### config.mk
export PLATFORM = sky130hd
export DESIGN_NAME = pcseq_top
export DESIGN_NICKNAME = d
export VERILOG_FILES = /design/src/rtl/pcseq_pkg.sv /design/src/rtl/pcseq_cmd_arb.sv /design/src/rtl/pcseq_addr_pipe.sv /design/src/rtl/pcseq_micro.sv /design/src/rtl/pcseq_flow.sv /design/src/rtl/pcseq_top.sv
export SDC_FILE = /design/constraint.sdc
export NUM_CORES = 1
export LEC_CHECK = 0
export ABC_CLOCK_PERIOD_IN_PS = 3490
export BUFFER_PORTS_ARGS = -buffer_cell sky130_fd_sc_hd__buf_2
export CAP_MARGIN = 20
export CORE_MARGIN = 10
export CORE_UTILIZATION = 57
export CTS_CLUSTER_DIAMETER = 150
export DETAILED_ROUTE_END_ITERATION = 10
export GPL_TIMING_DRIVEN = 0
export PLACE_DENSITY = 0.81
export REMOVE_ABC_BUFFERS = 1
export SYNTH_ARGS = -nofsm -noshare
export SYNTH_HDL_FRONTEND = slang
export SYNTH_SLANG_ARGS = --single-unit
### constraint.sdc
create_clock -name clk -period 3.49 [get_ports clk]
set_input_delay 0.1745 -clock clk [delete_from_list [all_inputs] [get_ports clk]]
set_output_delay 0.1745 -clock clk [all_outputs]
set_load 0.1 [all_outputs]
### src/rtl/pcseq_pkg.sv
package pcseq_pkg;
  typedef enum logic [2:0] {
    OP_IDLE  = 3'd0,
    OP_LOAD  = 3'd1,
    OP_END   = 3'd2,
    OP_ADV   = 3'd3,
    OP_UADV  = 3'd4,
    OP_SETTG = 3'd5
  } seq_op_e;
endpackage

### src/rtl/pcseq_cmd_arb.sv
module pcseq_cmd_arb
  import pcseq_pkg::*;
(
  input  logic    do_load,
  input  logic    do_end,
  input  logic    do_adv,
  input  logic    do_uadv,
  input  logic    do_settgt,
  output seq_op_e op
);
  always_comb begin
    if (do_load)        op = OP_LOAD;
    else if (do_end)    op = OP_END;
    else if (do_adv)    op = OP_ADV;
    else if (do_uadv)   op = OP_UADV;
    else if (do_settgt) op = OP_SETTG;
    else                op = OP_IDLE;
  end
endmodule

### src/rtl/pcseq_addr_pipe.sv
module pcseq_addr_pipe
  import pcseq_pkg::*;
#(
  parameter int AW  = 32,
  parameter int ISZ = 4
) (
  input  logic          clk,
  input  logic          rst,
  input  seq_op_e       op,
  input  logic [AW-1:0] load_addr,
  input  logic [AW-1:0] target_addr,
  output logic [AW-1:0] pc_q,
  output logic [AW-1:0] npc_q,
  output logic [AW-1:0] nnpc_q
);
  localparam logic [AW-1:0] STEP  = AW'(ISZ);
  localparam logic [AW-1:0] STEP2 = AW'(2 * ISZ);

  always_ff @(posedge clk) begin
    if (rst) begin
      pc_q   <= '0;
      npc_q  <= '0;
      nnpc_q <= '0;
    end else begin
      unique case (op)
        OP_LOAD: begin
          pc_q   <= load_addr;
          npc_q  <= load_addr + STEP;
          nnpc_q <= load_addr + STEP2;
        end
        OP_END, OP_ADV: begin
          pc_q   <= npc_q;
          npc_q  <= nnpc_q;
          nnpc_q <= nnpc_q + STEP;
        end
        OP_SETTG: nnpc_q <= target_addr;
        default: ;
      endcase
    end
  end
endmodule

### src/rtl/pcseq_micro.sv
module pcseq_micro
  import pcseq_pkg::*;
#(
  parameter int UW = 16
) (
  input  logic          clk,
  input  logic          rst,
  input  seq_op_e       op,
  output logic [UW-1:0] upc_q,
  output logic [UW-1:0] nupc_q
);
  localparam logic [UW-1:0] ONE = UW'(1);

  always_ff @(posedge clk) begin
    if (rst) begin
      upc_q  <= '0;
      nupc_q <= '0;
    end else begin
      unique case (op)
        OP_LOAD, OP_END: begin
          upc_q  <= '0;
          nupc_q <= ONE;
        end
        OP_UADV: begin
          upc_q  <= nupc_q;
          nupc_q <= nupc_q + ONE;
        end
        default: ;
      endcase
    end
  end
endmodule

### src/rtl/pcseq_flow.sv
module pcseq_flow #(
  parameter int AW  = 32,
  parameter int UW  = 16,
  parameter int ISZ = 4
) (
  input  logic [AW-1:0] pc,
  input  logic [AW-1:0] npc,
  input  logic [AW-1:0] nnpc,
  input  logic [UW-1:0] upc,
  input  logic [UW-1:0] nupc,
  output logic          brk
);
  localparam logic [AW-1:0] STEP  = AW'(ISZ);
  localparam logic [AW-1:0] STEP2 = AW'(2 * ISZ);

  logic tail_ok, head_ok, micro_ok;

  always_comb begin
    tail_ok  = (nnpc == npc + STEP);
    head_ok  = (npc == pc + STEP) || (npc == pc + STEP2);
    micro_ok = (nupc == upc + UW'(1));
    brk      = !(tail_ok && head_ok) || !micro_ok;
  end
endmodule

### src/rtl/pcseq_top.sv
module pcseq_top
  import pcseq_pkg::*;
#(
  parameter int AW  = 32,
  parameter int UW  = 16,
  parameter int ISZ = 4
) (
  input  logic          clk,
  input  logic          rst,
  input  logic          do_load,
  input  logic          do_end,
  input  logic          do_adv,
  input  logic          do_uadv,
  input  logic          do_settgt,
  input  logic [AW-1:0] load_addr,
  input  logic [AW-1:0] target_addr,
  output logic [AW-1:0] cur_pc,
  output logic [AW-1:0] nxt_pc,
  output logic [AW-1:0] nxt2_pc,
  output logic [UW-1:0] cur_upc,
  output logic [UW-1:0] nxt_upc,
  output logic          flow_break
);
  seq_op_e op;

  pcseq_cmd_arb u_arb (
    .do_load   (do_load),
    .do_end    (do_end),
    .do_adv    (do_adv),
    .do_uadv   (do_uadv),
    .do_settgt (do_settgt),
    .op        (op)
  );

  pcseq_addr_pipe #(.AW(AW), .ISZ(ISZ)) u_addr (
    .clk         (clk),
    .rst         (rst),
    .op          (op),
    .load_addr   (load_addr),
    .target_addr (target_addr),
    .pc_q        (cur_pc),
    .npc_q       (nxt_pc),
    .nnpc_q      (nxt2_pc)
  );

  pcseq_micro #(.UW(UW)) u_micro (
    .clk    (clk),
    .rst    (rst),
    .op     (op),
    .upc_q  (cur_upc),
    .nupc_q (nxt_upc)
  );

  pcseq_flow #(.AW(AW), .UW(UW), .ISZ(ISZ)) u_flow (
    .pc   (cur_pc),
    .npc  (nxt_pc),
    .nnpc (nxt2_pc),
    .upc  (cur_upc),
    .nupc (nxt_upc),
    .brk  (flow_break)
  );
endmodule

==> results of run 1 <==
==> kinds of logic (layout without fill, tap and decap cells) <==
kind of cell / count (synthesis) / count (layout)
adder cells (fa/ha/maj): 9 / 9
flip-flops: 128 / 128
AO/OA/AOI/OAI: 344 / 344
buffers and inverters: 156 / 264
AND/OR/NAND/NOR: 738 / 738
other: 0 / 2
multiplexers: 6 / 6
XOR/XNOR: 180 / 180
==> layout make-up <==
class	instances	area [um2]	share of cell area
Inverter	22	82.6	0.00671
Antenna cell	2	5.00	0.000406
Sequential cell	128	2600	0.211
Multi-Input combinational cell	1277	7550	0.613
Tap cell	229	287	0.0233
Clock inverter	14	178	0.0144
Timing Repair Buffer	210	1180	0.0957
Clock buffer	18	429	0.0349
==> path summary, 6_finish.rpt <==
| path | startpoint | to | slack [ns] | cells past startpoint |
|---|---|---|---|---|
| min | target_addr[1] | u_addr.nnpc_q[1] | 0.003 | 3 |
| max | u_addr.pc_q[2] | flow_break | 0.02 | 10 |
| min reg2reg | u_micro.upc_q[15] | u_micro.upc_q[15] | 0.49 | 2 |
| max reg2reg | u_addr.nnpc_q[2] | u_addr.nnpc_q[28] | 0.40 | 9 |
==> cells in the mapped netlist, types with 4 or more instances <==
cell,instances,share of area
nor3_1,55,0.026
a211oi_1,20,0.014
o22ai_1,8,0.0047
and4_1,4,0.0033
or2_2,8,0.0047
a31oi_1,19,0.011
buf_1,9,0.0032
mux2i_1,5,0.0047
nand3_1,65,0.031
nor4_1,25,0.015
o211ai_1,4,0.0028
ha_1,8,0.0094
or3_1,9,0.0053
a222oi_1,5,0.0047
xnor2_1,104,0.086
dfxtp_1,128,0.24
o21a_1,5,0.0035
o31ai_1,5,0.0035
o2111ai_1,4,0.0033
a221oi_1,6,0.0050
nand4_1,51,0.030
nor2_1,180,0.064
nand2b_1,10,0.0059
clkbuf_2,5,0.0024
buf_2,21,0.0099
nor2b_1,10,0.0059
nand2_1,256,0.091
nand4b_1,4,0.0033
and3_1,20,0.012
xor2_1,76,0.063
nand3b_1,4,0.0028
a21oi_1,155,0.073
and2_1,9,0.0053
clkbuf_1,93,0.033
nor3b_1,5,0.0035
inv_1,22,0.0078
a311oi_1,9,0.0074
o21ai_0,57,0.027
a22oi_1,5,0.0035
==> worst max-delay path: cells and delay by family (launching register included) <==
family	cells	cell delay, ns
adders and majority gates	1	0.28
DFF	1	0.49
AOI/OAI and AO/OA	3	0.74
xor gates and xnor gates	1	0.18
buffers and inverters	1	0.22
and+or+nand+nor	4	0.93
==> layer usage <==
layer / global-route usage / vias up
met1: 0.398 / 5661
met2: 0.491 / 786
met3: 0.0622 / 108
met4: 0.118 / 0
met5: 0 / -
li1: - / 5691
==> registers in the layout (all words and copies together), names as in the netlist <==
signal and cells:
u_micro.upc_q 16, u_addr.nnpc_q 32, u_addr.pc_q 32, u_addr.npc_q 32
u_micro.nupc_q 16
==> through the flow <==
step	power [mW]	setup TNS [ns]	hold WS, ns
6_report	5.10	0	0.00306
5_1_grt	5.25	-0.107	0.0189
4_1_cts	5.05	-0.00401	0.00370
3_5_place_dp	3.16	-4.41	0.450
3_3_place_gp	3.13	-200.43	0.448
2_1_floorplan	2.75	-13.36	0.244
==> what timing repair did <==
action | 4_1_cts | 5_1_grt
hold buffers | 0 | 0
pin swaps | 5 | 5
setup endpoints to repair | 6 | 3
gates resized for setup | 33 | 31
endpoints found under the hold margin | 0 | 0
buffers inserted | 4 | 2
==> power groups by stage <==
stage | logic, mW | clock network [mW] | registers (mW)
3_3_place_gp | 1.37 | 0 | 1.76
6_report | 1.43 | 1.92 | 1.75
5_1_grt | 1.52 | 1.97 | 1.76
3_5_place_dp | 1.39 | 0 | 1.76
2_1_floorplan | 0.509 | 0 | 2.24
4_1_cts | 1.42 | 1.90 | 1.73
==> summary.md, run 1 <==
| Metric | Value |
|---|---|
| Final hold violations | 0 |
| Int Pwr | 3.05 mW |
| First-pass DRT Iterations | 9 |
| Largest net degree at the start of global routing | 86 |
| Num ports | 200 |
| Crit share post-route | 0.994 |
| CP cell instances | ha_2 > nand3_1 > nor2_4 > nand3_1 > xor2_1 > a2111oi_2 > o2111ai_1 > nor4_2 > o2111ai_2 > buf_8 |
| Chip height | 156 um |
| Die width | 156 um |
| Total grt overflow | 0 |
| Core Util, Final | 0.679 |
| Most common library cell in the layout ignoring fill and taps | nand2_1 |
| Share of post-route cells with drive strength above 1 | 0.191 |
| Total CTS buffers | 17 |
| Clk buf depth | 2 |
| DP Worst Slack | -0.557 ns |
| Met1 wire length | 15,200 um |
| Register area share after synthesis | 0.241 |
| Post-DP HPWL | 28,300 um |
| Net Sw Frac | 0.401 |
| Max Slew Vio Count | 0 |
| Vias in the first global route | 11,417 |
| Max-cap violations | 0 |
| Clock Latency Late Sink | 0.44 ns |
| Logic pwr share | 0.281 |
| Vias/cell | 6.45 |
| Port Buffer Count | 199 |
| Highest Clock Rate | 288 MHz |
| Ys async rst share | 0 |
| Clock Power Share | 0.376 |
| CTS tree | built |
| WL met3 | 4230 um |
| Post-synthesis xor/xnor area fraction | 0.149 |
| Clock tree sinks | 128 |
| Commonest cells after routing, fill and taps aside | nand2_1, buf_2, nor2_1 |
| Leakage power | 4.70 nW |
| Area Overhead vs Synth | 16.0% |
| Main synth FF type | dfxtp_1 |
| Core area | 18,100 um2 |
| Min cycle time layout | 3.47 ns |
| Final instance area | 12,300 um2 |
| Top Metal Used | met4 |
| Root Driver | clkbuf_16 |
| Setup Skew | 0.00969 ns |
| Initial antenna violation count | 2 |
| Critical Path End Type | primary output |
| Initial Util | 0.585 |
| Initial DRC count | 1,736 |
| RSZ-0062 raised after global routing | yes |
| Gpl congestion | 0.957 |
| First-pass GRT wire length | 61,200 um |
| Power per cell area | 414 nW/um2 |
| Synth Area in Adders | 0.0104 |
| DIE AREA | 24,500 um2 |
| Worst setup SP type | flip-flop |
| Crit path top cell by count | nand3_1 |
| Main combinational cell family by area after synthesis | simple AND/OR/NAND/NOR gates |
| Wire per inst | 20.4 um |
| Netlist cell types | 85 |
| H-tree Lvls | 4 |
| Crit path DAT | 3.29 ns |
| Psw | 2.04 mW |
| Met2 wire length | 18,000 um |
| EDFF count, synth | 0 |
| Dpl cell area | 11,500 um2 |
| Non-filler cells, final | 1,900 |
| Tot GR Track Use | 0.307 |
| Final net count | 1,735 |
| Critical path class | flip-flop to primary output |
| Mapped cell area | 10,600 um2 |
| Cells after synthesis | 1,561 |
| Synth Area in Compound Gates | 0.199 |
| Sequential fraction of design power | 0.343 |
| Cell Rows | 49 |
| Worst-path maximum fanout | 8 |
| CP max-delay cell | dfxtp_2 |
| Worst path max stage delay | 0.49 ns |
| Mux contribution to synthesized area | 0.00578 |
| Type of the most critical hold path | primary input to flip-flop |
| Yosys Warn Count | 0 |
| CTS clk-pin slew, worst paths | 0.06 ns |
| Measured slew at the worst slew-check pin | 1.08 ns |
| DRC | 0 |
| Worst EP required | 3.32 ns |
| Antenna viol nets, final | 0 |
| Cells after DPL | 1,860 |
| Max transition margin | 0.277 |
| Status | finished clean |
| Yosys reg bits | 128 |
| Vias | 12,246 |
| Routed WL | 38,700 um |
| # setup viols final | 0 |
| Simple-Gate Fraction of Synth Area | 0.333 |
| Syn avg cell area | 6.80 um2 |
| VDD IR max | 0.375 mV |
| # fillers | 1,601 |
| PnR worst setup slack | 0.0215 ns |
(Power assumes the default switching activity.)
==> inputs of run 2 (changes only) <==
--- a/config.mk
+++ b/config.mk
@@ -5,6 +5,7 @@
 export SDC_FILE = /design/constraint.sdc
 export NUM_CORES = 1
 export LEC_CHECK = 0
+export ABC_AREA = 1
 export ABC_CLOCK_PERIOD_IN_PS = 3490
 export BUFFER_PORTS_ARGS = -buffer_cell sky130_fd_sc_hd__buf_2
 export CAP_MARGIN = 20
@@ -13,7 +14,7 @@
 export CTS_CLUSTER_DIAMETER = 150
 export DETAILED_ROUTE_END_ITERATION = 10
 export GPL_TIMING_DRIVEN = 0
-export PLACE_DENSITY = 0.81
+export PLACE_DENSITY = 0.8
 export REMOVE_ABC_BUFFERS = 1
 export SYNTH_ARGS = -nofsm -noshare
 export SYNTH_HDL_FRONTEND = slang
==> summary.md, run 2 <==
| Metric | Value |
|---|---|
| Wire per inst | 19.7 um (-3.4%) |
| Reg2reg start | u_addr.nnpc_q[2] |
| Die width | 163 um (+4.0%) |
| Total CTS buffers | 17 (unchanged) |
| H-tree Lvls | 4 (unchanged) |
| Post-synth top cells | nand2_1, inv_1, nor2_1 |
| First-pass DRT Iterations | 6 (-3) |
| Ys async rst share | 0 (unchanged) |
| Most common library cell in the layout ignoring fill and taps | nand2_1 |
| Min cycle time layout | 3.42 ns (-0.0482 ns) |
| Most numerous cell in the Yosys netlist | nand2_1 |
| Crit path DAT | 3.25 ns (-0.04 ns) |
| PnR worst setup slack | 0.0697 ns (+0.0482 ns) |
| Diodes inserted | 0 (-2) |
| RSZ-0062 raised after global routing | no |
| Cells after synthesis | 2,002 (+28%) |
| Cell Rows | 52 (+6.1%) |
| FF-to-FF End | u_addr.nnpc_q[21] |
| Highest Clock Rate | 292 MHz (+1.4%) |
| # fillers | 1,878 (+17%) |
| Routed WL | 47,700 um (+23%) |
| Largest cells by area after synthesis | dfxtp_1, nand2_1, inv_1, nor2_1, nand3_1 |
| Critical path class | flip-flop to primary output |
| Chip height | 163 um (+4.0%) |
| Max Slew Vio Count | 0 (unchanged) |
| # setup viols final | 0 (unchanged) |
| First-pass GRT wire length | 73,100 um (+19%) |
| Yosys top cell by area | dfxtp_1 |
| Vias in the first global route | 13,397 (+17%) |
| Non-filler cells, final | 2,425 (+28%) |
| Clock Latency Late Sink | 0.44 ns (about the same) |
| Main synth FF type | dfxtp_1 |
| Vias | 14,451 (+18%) |
| CP top delay family | simple AND/OR/NAND/NOR gates |
| CTS tree | built |
| Area Overhead vs Synth | 14.8% |
| CTS clk-pin slew, worst paths | 0.06 ns (about the same) |
| Commonest cells after routing, fill and taps aside | nand2_1, inv_1, nor2_1 |
| CP max-delay cell | dfxtp_1 |
| EDFF count, synth | 0 (unchanged) |
| DRC | 0 (unchanged) |
| WP buf/inv | 1 (unchanged) |
| DIE AREA | 26,500 um2 (+8.1%) |
| Syn avg cell area | 5.80 um2 (-15%) |
| Setup Skew | 0.0152 ns (+0.00548 ns) |
| Vias/cell | 5.96 (-7.5%) |
| CP cell instances | nand2_1 > nor2_2 > nand3_2 > nor2_2 > nand2_1 > nand2_1 > nand2_1 > nor2_1 > nand3_1 > nor2_2 > nand4_1 > nor2_1 > nand2_1 > clkbuf_4 |
| Clock tree sinks | 128 (unchanged) |
| Worst setup SP type | flip-flop |
| Worst-path maximum fanout | 8 (unchanged) |
| Largest registers | u_addr.nnpc_q x32, u_addr.npc_q x32, u_addr.pc_q x32 |
| Final hold violations | 0 (unchanged) |
| Core area | 20,100 um2 (+11%) |
| Tot GR Track Use | 0.347 (+0.0398) |
| Critical Path Start | u_addr.npc_q[8] |
| Crit share post-route | 0.980 (-0.0138) |
| Max-cap violations | 0 (unchanged) |
| Yosys Warn Count | 0 (unchanged) |
| Share of post-route cells with drive strength above 1 | 0.149 (-0.0422) |
| Netlist cell types | 57 (-33%) |
| CP Capture Point | flow_break |
| Critical Path End Type | primary output |
| Post-DP HPWL | 37,100 um (+31%) |
| Yosys reg bits | 128 (unchanged) |
| Clk buf depth | 2 (unchanged) |
| Worst R2R Path Depth | 11 (+2) |
| WP depth | 14 (+4) |
| Postcts setup bufs | 0 (-4) |
| Num ports | 200 (unchanged) |
| Total grt overflow | 0 (unchanged) |
| Initial Util | 0.577 (-0.00752) |
| Gpl congestion | 1.01 (+5.5%) |
| DP Worst Slack | -0.862 ns (-0.306 ns) |
| Leakage power | 6.13 nW (+31%) |
| Antenna viol nets, final | 0 (unchanged) |
| Crit path top cell by count | nand2_1 |
| Initial antenna violation count | 0 (-2) |
| Max transition margin | 0.223 (-0.0541) |
| Initial DRC count | 2,089 (+20%) |
| Final net count | 2,222 (+28%) |
| Port Buffer Count | 199 (unchanged) |
| R2r setup slk | 1.01 ns (+0.61 ns) |
| Type of the most critical hold path | primary input to flip-flop |
| Register area share after synthesis | 0.221 (-0.0207) |
| Status | finished clean |
| Power per cell area | 392 nW/um2 (-5.3%) |
| Measured slew at the worst slew-check pin | 1.16 ns (+0.0798 ns) |
| Top cell type's share of synthesized area | 0.221 (-0.0207) |
| Setup TNS | 0 ns (unchanged) |
| Root Driver | clkbuf_16 |
| Mapped cell area | 11,600 um2 (+9.4%) |
| Worst EP required | 3.32 ns (about the same) |
| Cells after DPL | 2,392 (+29%) |
| VDD IR max | 0.343 mV (-8.4%) |
| Largest net degree at the start of global routing | 55 (-36%) |
| Worst path max stage delay | 0.55 ns (+0.06 ns) |
run 2: changes by cell type after synthesis, sizes merged, moves of 66 or more:
| cell | before | now |
|---|---|---|
| nand2 | 256 | 586 |
| a21oi | 155 | 77 |
| nand3 | 65 | 155 |
| nor2 | 181 | 251 |
| o21ai | 58 | 124 |
| inv | 22 | 254 |
| xnor2 | 104 | 30 |
run 2: report_power, final:
group	total (mW)	internal [mW]	switching, mW
sequential	1.76	1.55	0.208
combinational	1.70	0.395	1.30
clock	1.77	0.986	0.780
run 2: how the worst min path moves through the flow:
stage | cells past startpoint | endpoint | from
CTS | 3 | u_addr.nnpc_q[29] | target_addr[29]
floorplan | 1 | u_addr.nnpc_q[5] | rst
global placement | 3 | u_addr.nnpc_q[0] | target_addr[0]
detailed placement | 3 | u_addr.nnpc_q[1] | target_addr[1]
finish | 3 | u_addr.nnpc_q[29] | target_addr[29]
global route | 3 | u_addr.nnpc_q[29] | target_addr[29]
run 2: kinds of logic (layout without fill, tap and decap cells):
group / count (synthesis) / count (layout) / share of synthesized area
buffers and inverters: 343 / 496 / 0.116
xor gates and xnor gates: 100 / 100 / 0.0767
adders and majority gates: 8 / 8 / 0.00862
muxes: 1 / 1 / 0.000862
and+or+nand+nor: 1103 / 1103 / 0.413
AOI/OAI and AO/OA: 319 / 319 / 0.163
DFF: 128 / 128 / 0.221
run 2: final cells by class:
cell class / count / area [um2] / share of cell area
clock buffer: 17 / 425 / 0.0319
clock inverter: 14 / 133 / 0.00995
inverter: 257 / 970 / 0.0728
multi-input combinational: 1531 / 7740 / 0.581
sequential: 128 / 2570 / 0.193
tap: 270 / 338 / 0.0254
timing repair buffer: 208 / 1150 / 0.0864
run 2: per-layer routing:
metal  part of all wire  up-vias  wire (um)  GRT usage
met5                  0        -          0          0
li1                   -     6802          -          -
met3               0.11      161       5030     0.0607
met4              0.048        0       2280      0.173
met2               0.46      961      22000      0.567
met1               0.38     6527      18300      0.431
run 2: tightest hold or removal path, delay by kind of cell:
family	cells	cell delay, ns
AOI/OAI and AO/OA	1	0.07
buffers and inverters	1	0.09
and+or+nand+nor	1	0.05
run 2: timing repair:
item | in CTS | in global routing
hold buffers | 2 | 0
resized for setup | 5 | 13
endpoints found under the setup margin | 48 | 7
endpoints found under the hold margin | 2 | 0
run 2: stage by stage:
step	instance area [um2]	total power [mW]	hold WS [ns]	utilization
finish	13300	5.22	0.00643	0.663
global route	13300	5.38	0.0158	0.663
CTS	13300	5.17	0.00635	0.661
detailed placement	12700	3.43	0.444	0.632
global placement	12600	3.40	0.434	0.625
floorplan	11200	2.97	0.244	-
==> inputs of run 3 (changes only) <==
--- a/config.mk
+++ b/config.mk
@@ -6,15 +6,16 @@
 export NUM_CORES = 1
 export LEC_CHECK = 0
 export ABC_AREA = 1
-export ABC_CLOCK_PERIOD_IN_PS = 3490
 export BUFFER_PORTS_ARGS = -buffer_cell sky130_fd_sc_hd__buf_2
 export CAP_MARGIN = 20
+export CELL_PAD_IN_SITES_DETAIL_PLACEMENT = 1
+export CELL_PAD_IN_SITES_GLOBAL_PLACEMENT = 2
 export CORE_MARGIN = 10
-export CORE_UTILIZATION = 57
+export CORE_UTILIZATION = 30
 export CTS_CLUSTER_DIAMETER = 150
 export DETAILED_ROUTE_END_ITERATION = 10
 export GPL_TIMING_DRIVEN = 0
-export PLACE_DENSITY = 0.8
+export PLACE_DENSITY = 0.82
 export REMOVE_ABC_BUFFERS = 1
 export SYNTH_ARGS = -nofsm -noshare
 export SYNTH_HDL_FRONTEND = slang
==> summary.md, run 3 (synthesis gave the netlist of run 2 again) <==
| Metric | Value |
|---|---|
| WP buf/inv | 1 (unchanged) |
| Chip height | 217 um (+33%) |
| Measured slew at the worst slew-check pin | 1.03 ns (-0.135 ns) |
| FF-to-FF End | u_addr.nnpc_q[21] |
| Root Driver | clkbuf_16 |
| Setup Skew | 0.00953 ns (-0.00565 ns) |
| Die width | 217 um (+33%) |
| Clock tree sinks | 128 (unchanged) |
| Vias in the first global route | 14,343 (+7.1%) |
| Max-cap violations | 0 (unchanged) |
| Initial DRC count | 892 (-57%) |
| CP max-delay cell | dfxtp_2 |
| CP top delay family | simple AND/OR/NAND/NOR gates |
| Cell Rows | 71 (+37%) |
| Type of the most critical hold path | primary input to flip-flop |
| Reg2reg start | u_addr.nnpc_q[2] |
| Worst EP required | 3.32 ns (about the same) |
| Core area | 37,900 um2 (+89%) |
| Antenna viol nets, final | 0 (unchanged) |
| First-pass DRT Iterations | 6 (unchanged) |
| Share of post-route cells with drive strength above 1 | 0.150 (+0.00144) |
| Worst setup SP type | flip-flop |
| Tot GR Track Use | 0.239 (-0.108) |
| Final hold violations | 0 (unchanged) |
| Max Slew Vio Count | 0 (unchanged) |
| Setup TNS | 0 ns (unchanged) |
| CP Capture Point | flow_break |
| Largest registers | u_addr.nnpc_q x32, u_addr.npc_q x32, u_addr.pc_q x32 |
| Initial Util | 0.306 (-0.271) |
| Initial antenna violation count | 4 (+4) |
| Cells after DPL | 2,634 (+10%) |
| Routed WL | 58,000 um (+22%) |
| Worst-path maximum fanout | 7 (-1) |
| Core Util, Final | 0.363 (-0.300) |
| Critical Path Start | u_addr.npc_q[3] |
| Highest Clock Rate | 298 MHz (+1.8%) |
| WP depth | 15 (+1) |
| Crit path DAT | 3.19 ns (-0.06 ns) |
| VDD IR max | 0.343 mV (about the same) |
| Final net count | 2,228 (+0.27%) |
| Final hold slack | 0.0172 ns (+0.0107 ns) |
| Num ports | 200 (unchanged) |
| Gpl congestion | 0.971 (-3.9%) |
| # setup viols final | 0 (unchanged) |
| Largest net degree at the start of global routing | 51 (-7.3%) |
| Post-DP HPWL | 46,300 um (+25%) |
| CTS tree | built |
| First-pass GRT wire length | 87,100 um (+19%) |
| Min cycle time layout | 3.36 ns (-0.0601 ns) |
| Area Overhead vs Synth | 18.6% |
| Non-filler cells, final | 2,674 (+10%) |
| Clk buf depth | 2 (unchanged) |
| Worst R2R Path Depth | 11 (unchanged) |
| DIE AREA | 47,000 um2 (+77%) |
| Clock Latency Late Sink | 0.45 ns (about the same) |
| Status | finished clean |
| Vias | 14,257 (-1.3%) |
| R2r setup slk | 0.93 ns (-0.08 ns) |
| DRC | 0 (unchanged) |
| Leakage power | 6.18 nW (+0.74%) |
| Commonest cells after routing, fill and taps aside | nand2_1, inv_1, nor2_1 |
| Critical Path End Type | primary output |
| Total grt overflow | 0 (unchanged) |
| Port Buffer Count | 199 (unchanged) |
| CP cell instances | ha_2 > nand2_2 > nor2_2 > nand2_2 > nor2_4 > nand3b_1 > nand2_1 > nand3_1 > nor2_1 > nand2_1 > nor2_1 > nand4_1 > nor2_1 > nand2_1 > buf_4 |
| Max transition margin | 0.310 (+0.0878) |
| Most common library cell in the layout ignoring fill and taps | nand2_1 |
| Worst path max stage delay | 0.41 ns (-0.14 ns) |
| Wire per inst | 21.7 um (+10%) |
| Vias/cell | 5.33 (-11%) |
| Crit share post-route | 0.963 (-0.0172) |
| # fillers | 5,120 (+170%) |
| CTS clk-pin slew, worst paths | 0.06 ns (about the same) |
| H-tree Lvls | 4 (unchanged) |
| Critical path class | flip-flop to primary output |
| Total CTS buffers | 17 (unchanged) |
| Power per cell area | 387 nW/um2 (-1.3%) |
## run 3: cell types whose count changed in the layout (fill, tap and decap cells not counted), moves of 3 or more
cell	delta
clkbuf_1	+3
inv_6	-5
nor2_4	+3
clkinvlp_4	+3
buf_4	+3
clkinv_4	-3
buf_16	+4
## run 3: how the worst min path moves through the flow
| stage | slack, ns | cells after the start | end | startpoint |
|---|---|---|---|---|
| 5_1_grt | 0.03 | 3 | u_addr.nnpc_q[7] | target_addr[7] |
| 2_1_floorplan | 0.24 | 1 | u_addr.nnpc_q[5] | rst |
| 4_1_cts | 0.007 | 3 | u_addr.nnpc_q[19] | target_addr[19] |
| 3_5_place_dp | 0.45 | 3 | u_addr.nnpc_q[0] | target_addr[0] |
| 6_report | 0.02 | 3 | u_addr.nnpc_q[19] | target_addr[19] |
| 3_3_place_gp | 0.43 | 3 | u_addr.nnpc_q[0] | target_addr[0] |
## run 3: what timing repair did
action	in CTS	in global routing
resized for setup	7	16
pin swaps	0	1
setup endpoints to repair	9	29
setup buffers	0	2
hold endpoints to repair	4	0
hold buffers	4	0
## run 3: layout make-up
cell class | instances | area, um2 | share of cell area
clock buffer | 20 | 437 | 0.0317
sequential | 128 | 2580 | 0.187
multi-input combinational | 1531 | 7750 | 0.563
inverter | 257 | 971 | 0.0705
tap | 511 | 639 | 0.0464
timing repair buffer | 214 | 1270 | 0.0920
clock inverter | 11 | 118 | 0.00854
antenna | 2 | 5.00 | 0.000364
## run 3: worst register-to-register path, cell delays in order (launching register included)
cell     delay (ns)
dfxtp_1        0.49
inv_1          0.26
nor2_2         0.37
nand2_1        0.23
nor2_1         0.22
nand4_1        0.14
nor2_1         0.19
nand3_1        0.12
o21ai_1        0.16
nand4_1        0.11
nand2_1        0.10
a21oi_1        0.06
## run 3: through the flow
stage          area, um2  total power, mW  setup WS [ns]
2_1_floorplan      11200             2.97          -1.65
3_3_place_gp       12900             3.49          -6.64
3_5_place_dp       13100             3.53         -0.662
4_1_cts            13700             5.34         0.0118
5_1_grt            13800             5.54        -0.0102
6_report           13800             5.33          0.130
## run 3: routing by layer
metal	track usage	vias to the layer above	part of all wire
li1	-	6803	-
met1	0.297	6988	0.44
met2	0.412	395	0.48
met3	0.0492	67	0.059
met4	0.0569	4	0.019
met5	0	-	0.00055
## run 3: power breakdown
group	switching, mW	internal (mW)	leakage, nW
Clock	0.764	1.04	0.258
Combinational	1.33	0.403	4.86
Sequential	0.236	1.55	1.06
Total	2.33	2.99	6.18
